### src/rtl/relay_matrix_exec.sv
module relay_matrix_exec #(
  parameter int ROWS = 7,
  parameter int COLS = 8,
  parameter int FW   = 8
) (
  input  logic                 clk,
  input  logic                 rst_n,
  input  logic                 type_vld,
  input  logic                 type_relay,
  input  logic                 dir_vld,
  input  logic                 dir_bit,
  input  logic                 sel_vld,
  input  logic [5:0]           sel_code,
  input  logic                 par_vld,
  input  logic                 par_ok,
  input  logic                 bank_ready,
  input  logic [FW-1:0]        fire_len,
  output logic                 charge_en,
  output logic                 bleed,
  output logic [ROWS-1:0]      row_en,
  output logic [COLS-1:0]      col_en,
  output logic                 pulse_pol,
  output logic                 busy,
  output logic                 reject,
  output logic [ROWS*COLS-1:0] telltale
);
  typedef enum logic [2:0] {S_IDLE, S_DIR, S_SEL, S_PAR, S_ARM, S_FIRE} st_t;

  st_t           st;
  logic          pol_q;
  logic [2:0]    row_q, col_q;
  logic [FW-1:0] cnt;

  wire relay_hit = type_vld & type_relay;
  wire row_ok    = {1'b0, row_q} < 4'(ROWS);
  wire col_ok    = {1'b0, col_q} < 4'(COLS);
  wire start     = (st == S_ARM) & bank_ready;

  assign charge_en = (st == S_DIR) | (st == S_SEL) | (st == S_PAR) | (st == S_ARM);
  assign busy      = (st == S_FIRE);
  assign pulse_pol = busy & pol_q;

  always_ff @(posedge clk) begin
    if (!rst_n) begin
      st     <= S_IDLE;
      pol_q  <= 1'b0;
      row_q  <= '0;
      col_q  <= '0;
      cnt    <= '0;
      bleed  <= 1'b0;
      reject <= 1'b0;
    end else begin
      bleed  <= 1'b0;
      reject <= 1'b0;
      case (st)
        S_IDLE: if (relay_hit) st <= S_DIR;
        S_DIR: if (dir_vld) begin
          pol_q <= dir_bit;
          st    <= S_SEL;
        end
        S_SEL: if (sel_vld) begin
          row_q <= sel_code[5:3];
          col_q <= sel_code[2:0];
          st    <= S_PAR;
        end
        S_PAR: if (par_vld) begin
          if (par_ok && row_ok && col_ok) st <= S_ARM;
          else begin
            bleed <= 1'b1;
            st    <= S_IDLE;
          end
        end
        S_ARM: if (bank_ready) begin
          cnt <= (fire_len == '0) ? FW'(1) : fire_len;
          st  <= S_FIRE;
        end
        S_FIRE: begin
          if (relay_hit) reject <= 1'b1;
          if (cnt == FW'(1)) st <= S_IDLE;
          else cnt <= cnt - FW'(1);
        end
        default: st <= S_IDLE;
      endcase
    end
  end

  for (genvar r = 0; r < ROWS; r++) begin : g_row
    assign row_en[r] = busy & (row_q == 3'(r));
    for (genvar c = 0; c < COLS; c++) begin : g_cell
      always_ff @(posedge clk) begin
        if (!rst_n) telltale[r*COLS+c] <= 1'b0;
        else if (start && row_q == 3'(r) && col_q == 3'(c)) telltale[r*COLS+c] <= pol_q;
      end
    end
  end

  for (genvar c = 0; c < COLS; c++) begin : g_col
    assign col_en[c] = busy & (col_q == 3'(c));
  end
endmodule


### config.mk
export PLATFORM = sky130hd
export DESIGN_NAME = relay_matrix_exec
export DESIGN_NICKNAME = d
export VERILOG_FILES = /design/src/rtl/relay_matrix_exec.sv
export SDC_FILE = /design/constraint.sdc
export NUM_CORES = 1
export LEC_CHECK = 0
export ABC_CLOCK_PERIOD_IN_PS = 4300
export BUFFER_PORTS_ARGS = -buffer_cell sky130_fd_sc_hd__clkbuf_2
export CORE_MARGIN = 2
export CORE_UTILIZATION = 50
export DETAILED_ROUTE_END_ITERATION = 16
export PLACE_DENSITY = 0.81
export SETUP_SLACK_MARGIN = 0.5
export SLEW_MARGIN = 15
export SYNTH_ARGS = -nofsm -noshare
export SYNTH_HDL_FRONTEND = slang
export SYNTH_SLANG_ARGS = --single-unit
### constraint.sdc
create_clock -name clk -period 4.3 [get_ports clk]
set_input_delay 0.645 -clock clk [delete_from_list [all_inputs] [get_ports clk]]
set_output_delay 0.645 -clock clk [all_outputs]
set_load 0.01 [all_outputs]
Word level (Yosys, flattened, before mapping) --
Cells that the tools add are included.
Operators by class: $add $sub $neg 1, $lt $le $gt $ge 1, eq/ne operators 26, multiplexer cells 14, bitwise operators 21, reductions and logical operators 75
Operators by type and width (count):
- logical AND 1 bit | 64
- == test 3 bit (second input constant) | 9
- 2-to-1 mux 8 bit | 3
- 2-to-1 mux 3 bit | 7
- bitwise AND 1 bit | 18
- == test 3 x 2 -> 1 bit (second input constant) | 6
- case mux 3 bit (6 select lines) | 1
- case mux 8 bit (2 select lines) | 1
- inequality test 2 bit (second input constant) | 6
- == test 3 x 1 -> 1 bit (second input constant) | 3
- zero test 3 bit | 3
- == test 8 x 1 -> 1 bit (second input constant) | 1
- zero test 8 bit | 1
- subtractor 8 x 1 -> 8 bit (second input constant) | 1
- AND reduction 2 bit | 3
- AND reduction 3 bit | 2
- AND reduction 6 bit | 1
- < comparator 3 bit (second input constant) | 1
- OR 1 bit | 3
- 2-to-1 mux 1 bit | 2
- inequality test 2 x 1 -> 1 bit (second input constant) | 1
- nonzero test 2 bit | 1
Storage, ports and cells: register bits after elaboration 76, bits of input ports 24, output and inout port bits 76, logic and storage cells 201

Longest topological paths before layout --
word-level depth 5, depth in mapped cells 7, mapped depth without buffers 6

Worst setup path after synthesis --
No wires, ideal clock.
kind register to output, start register st[0], end output row_en[4], arrival time 1.349 ns, data required time 3.655 ns, path slack 2.306 ns, stages on the path, launching flop included 7, path buffers 2, cells stage by stage dfxtp_1 -> buf_2 -> nand3b_2 -> inv_2 -> buf_2 -> nand2_1 -> nor3_1
On the way: word-level cells in the longest chain between the ends 2
RTL lines:
- start: declaration | RTL line 29 | st_t st;
- start signal: assignment | RTL line 45 | st <= S_IDLE;
- start signal: assignment | RTL line 56 | S_IDLE: if (relay_hit) st <= S_DIR;
- start signal: assignment | RTL line 59 | st <= S_SEL;
- == test 3 bit | RTL line 40 | assign busy = (st == S_FIRE);
- named net busy | RTL line 23 | output logic busy,
- bitwise AND 1 bit | RTL line 88 | assign row_en[r] = busy & (row_q == 3'(r));
- end: declaration | RTL line 20 | output logic [ROWS-1:0] row_en,
The timed path passes the listed nets, and every way through them passes these cells.

Final worst setup path --
start register st[2], end output row_en[4]
On the way: word-level cells in the longest chain between the ends 2
RTL lines (RTL line):
- == test 3 bit | 40
- bitwise AND 1 bit | 88
Every way passes these cells.

==> impl_metrics.tcl <==
set metrics [dict create \
    met2_usage_pct 42.6 \
    dieArea_sq_um 7890 \
    power_density_nw_per_um2 329 \
    gp_congestion 0.922 \
    wl_per_cell_um 17.9 \
    critPathMaxFanout 24 \
    ctsResizeCount 0 \
    ys_warn_count 0 \
    power_uw 1410 \
    syn_inst 451 \
    grt_overflow 0 \
    chipWidth_um 88.8 \
    tritoncts "done" \
    io_pins 100 \
    dpl_cell_area_sq_um 4060 \
    cts_hold_buf 0 \
    crit_chain "nand3b_2 > inv_2 > nand2_1 > nor3_1 > clkbuf_2" \
    fin_hold_ws_ns 0.487 \
    grt_start_max_net_pins 73 \
    chipHeight_um 88.8 \
    h-tree-depth 3 \
    worstMarginPinSlew_ns 1.04 \
    hpwl_um 7290 \
    crit_slowest_cell "dfxtp_1" \
    yosysTopAreaCellShare_pct 42.3 \
    fin_ws_ns 1.31 \
    grt_pass1_wl_um 16800 \
    antenna_found_initial 0 \
    drive_above_1_share_pct 25.6 \
    finalCriticalPeriod_ns 2.99 \
    fin_crit_sh_pct 69.4 \
    ys_types 55 \
    drt_wl_total_um 11200 \
    outcome "complete, no violations" \
    criticalPathCategory "reg2out" \
    place_ws_ns 1.75 \
    leakage_uw 0.00159 \
    first_pass_iters 7 \
    yosysTopAreaCell "dfxtp_1" \
    drv_cap 0 \
    rows 30 \
    cts_sinks 76 \
    critical_path.max_stage_delay_ns 0.62 \
    cts_setup_buffers 0 \
    regToRegSetupSlack_ns 1.97 \
    hold_viol_final 0 \
    start_util_pct 52.4 \
    synth_seq_cells 76 \
    grt_pass1_vias 3286 \
    cp.arrival_ns 2.34 \
    syn2layout_area_growth_pct 19.1 \
    clock_skew_ns 0.00640 \
    grt_usage_pct 27.9 \
    setup_violations 0 \
    synthTopCellsByCount "76 x dfxtp_1, 69 x a21oi_1, 68 x nand3_1, 58 x o21ai_1, 30 x clkbuf_1" \
    synth_sequential_area_ratio_pct 42.3 \
    ys.flop_type "dfxtp_1" \
    clk_path_buf_depth 2 \
    drc 0 \
    synth.most_common_cell "dfxtp_1" \
    diodes 0 \
    max_clock_freq_mhz 335 \
    syn_nets 477 \
    netlist_area_sq_um 3600 \
    vias_per_cell 6.10 \
    multi_input_area_sq_um 1880 \
    portBuffers 99 \
    syn_area_per_cell_sq_um 7.98 \
    relSlewSlack_pct 30.5 \
    clk_pin_slew_worst_paths_ns 0.08 \
    numCtsBuffers 9 \
    ant_nets 0 \
    synth_area_leaders "dfxtp_1 42%, a21oi_1 9.6%, nand3_1 9.5%" \
    worst_setup_path_start_kind "flop" \
    busiest_layer "met2" \
    seq_area_sq_um 1520 \
    cts_root_buffer "clkbuf_8" \
    synthArstFlopShare_pct 0 \
    core_sq_um 6870 \
    vias 3798 \
    gr-usage-met1_pct 37.8 \
    tns_ns 0 \
    crit_required_ns 3.65 \
    synth-edff-count 0 \
    insertion_delay_ns 0.36 \
    rsz0062_at_grt "false" \
    ir_drop_mv 0.226 \
    fin_nets 548 \
    met3_usage_pct 6.62 \
    hp-class "reg2reg" \
    nFillCells 613 \
    drt_first_iter_violations 420 \
    stdcell_area_sq_um 4290 \
    report.final.slew_viol_count 0 \
    end_kind "primary output" \
]
## routing by layer
layer  up-vias  share of wire, %
li1       1773                 -
met5         -                 0
met1      1773                41
met4         0               3.3
met3        35               9.5
met2       217                46
## area by class of cell
| class | instances | share of cell area (%) |
|---|---|---|
| Multi-Input combinational cell | 328 | 44.0 |
| Sequential cell | 76 | 35.5 |
| Timing Repair Buffer | 101 | 11.9 |
| Clock buffer | 10 | 3.21 |
| Tap cell | 96 | 2.80 |
| Clock inverter | 6 | 2.04 |
| Inverter | 6 | 0.555 |
## logic make-up after synthesis
kind of cell | Yosys count | share of synthesized area, %
XOR/XNOR | 1 | 0.244
AO/OA/AOI/OAI | 150 | 23.4
adder cells (fa/ha/maj) | 2 | 0.696
multiplexers | 8 | 2.30
flip-flops | 76 | 42.3
AND/OR/NAND/NOR | 167 | 25.8
buffers and inverters | 47 | 5.32
## where the power goes
part,internal [uW],total (uW),switching (uW)
Sequential,707,719,11.6
Combinational,26.5,74.6,48.0
Clock,342,615,273
## per-stage QoR
stage          utilization (%)  std cells
3_3_place_gp              59.1        607
3_5_place_dp              59.1        607
4_1_cts                   62.4        623
6_report                  62.4        623
2_1_floorplan                -        451
5_1_grt                   62.4        623
## worst max-delay path: cells and delay by family (launching register included)
| family | cells | cell delay (ns) |
|---|---|---|
| AND/OR/NAND/NOR | 3 | 0.76 |
| buffers and inverters | 2 | 0.60 |
| flip-flops | 1 | 0.62 |
## final timing paths
| check | startpoint | to | cells after the start |
|---|---|---|---|
| worst min register to register | telltale[16] | telltale[16] | 2 |
| worst max-delay path | st[2] | row_en[4] | 5 |
| worst max register to register | st[2] | cnt[1] | 5 |
| worst min-delay path | telltale[16] | telltale[16] | 2 |
## state kept, by name (all words and copies together) (netlist names)
register / flops
pol_q: 1
reject: 1
col_q: 3
telltale: 56
bleed: 1
row_q: 3
cnt: 8
st: 3
## layout by cell type, fill, tap and decap left out, types with 5 or more instances in the layout
cell type and instances:
nor2_1 28, nor3_1 8, clkbuf_8 10, o21ai_1 58
a21oi_1 69, nand3b_1 5, clkbuf_2 99, mux2i_1 6
nand2_1 16, dfxtp_1 76, nand3_1 68, or3_1 5
Power figures use the tool's default switching activity.
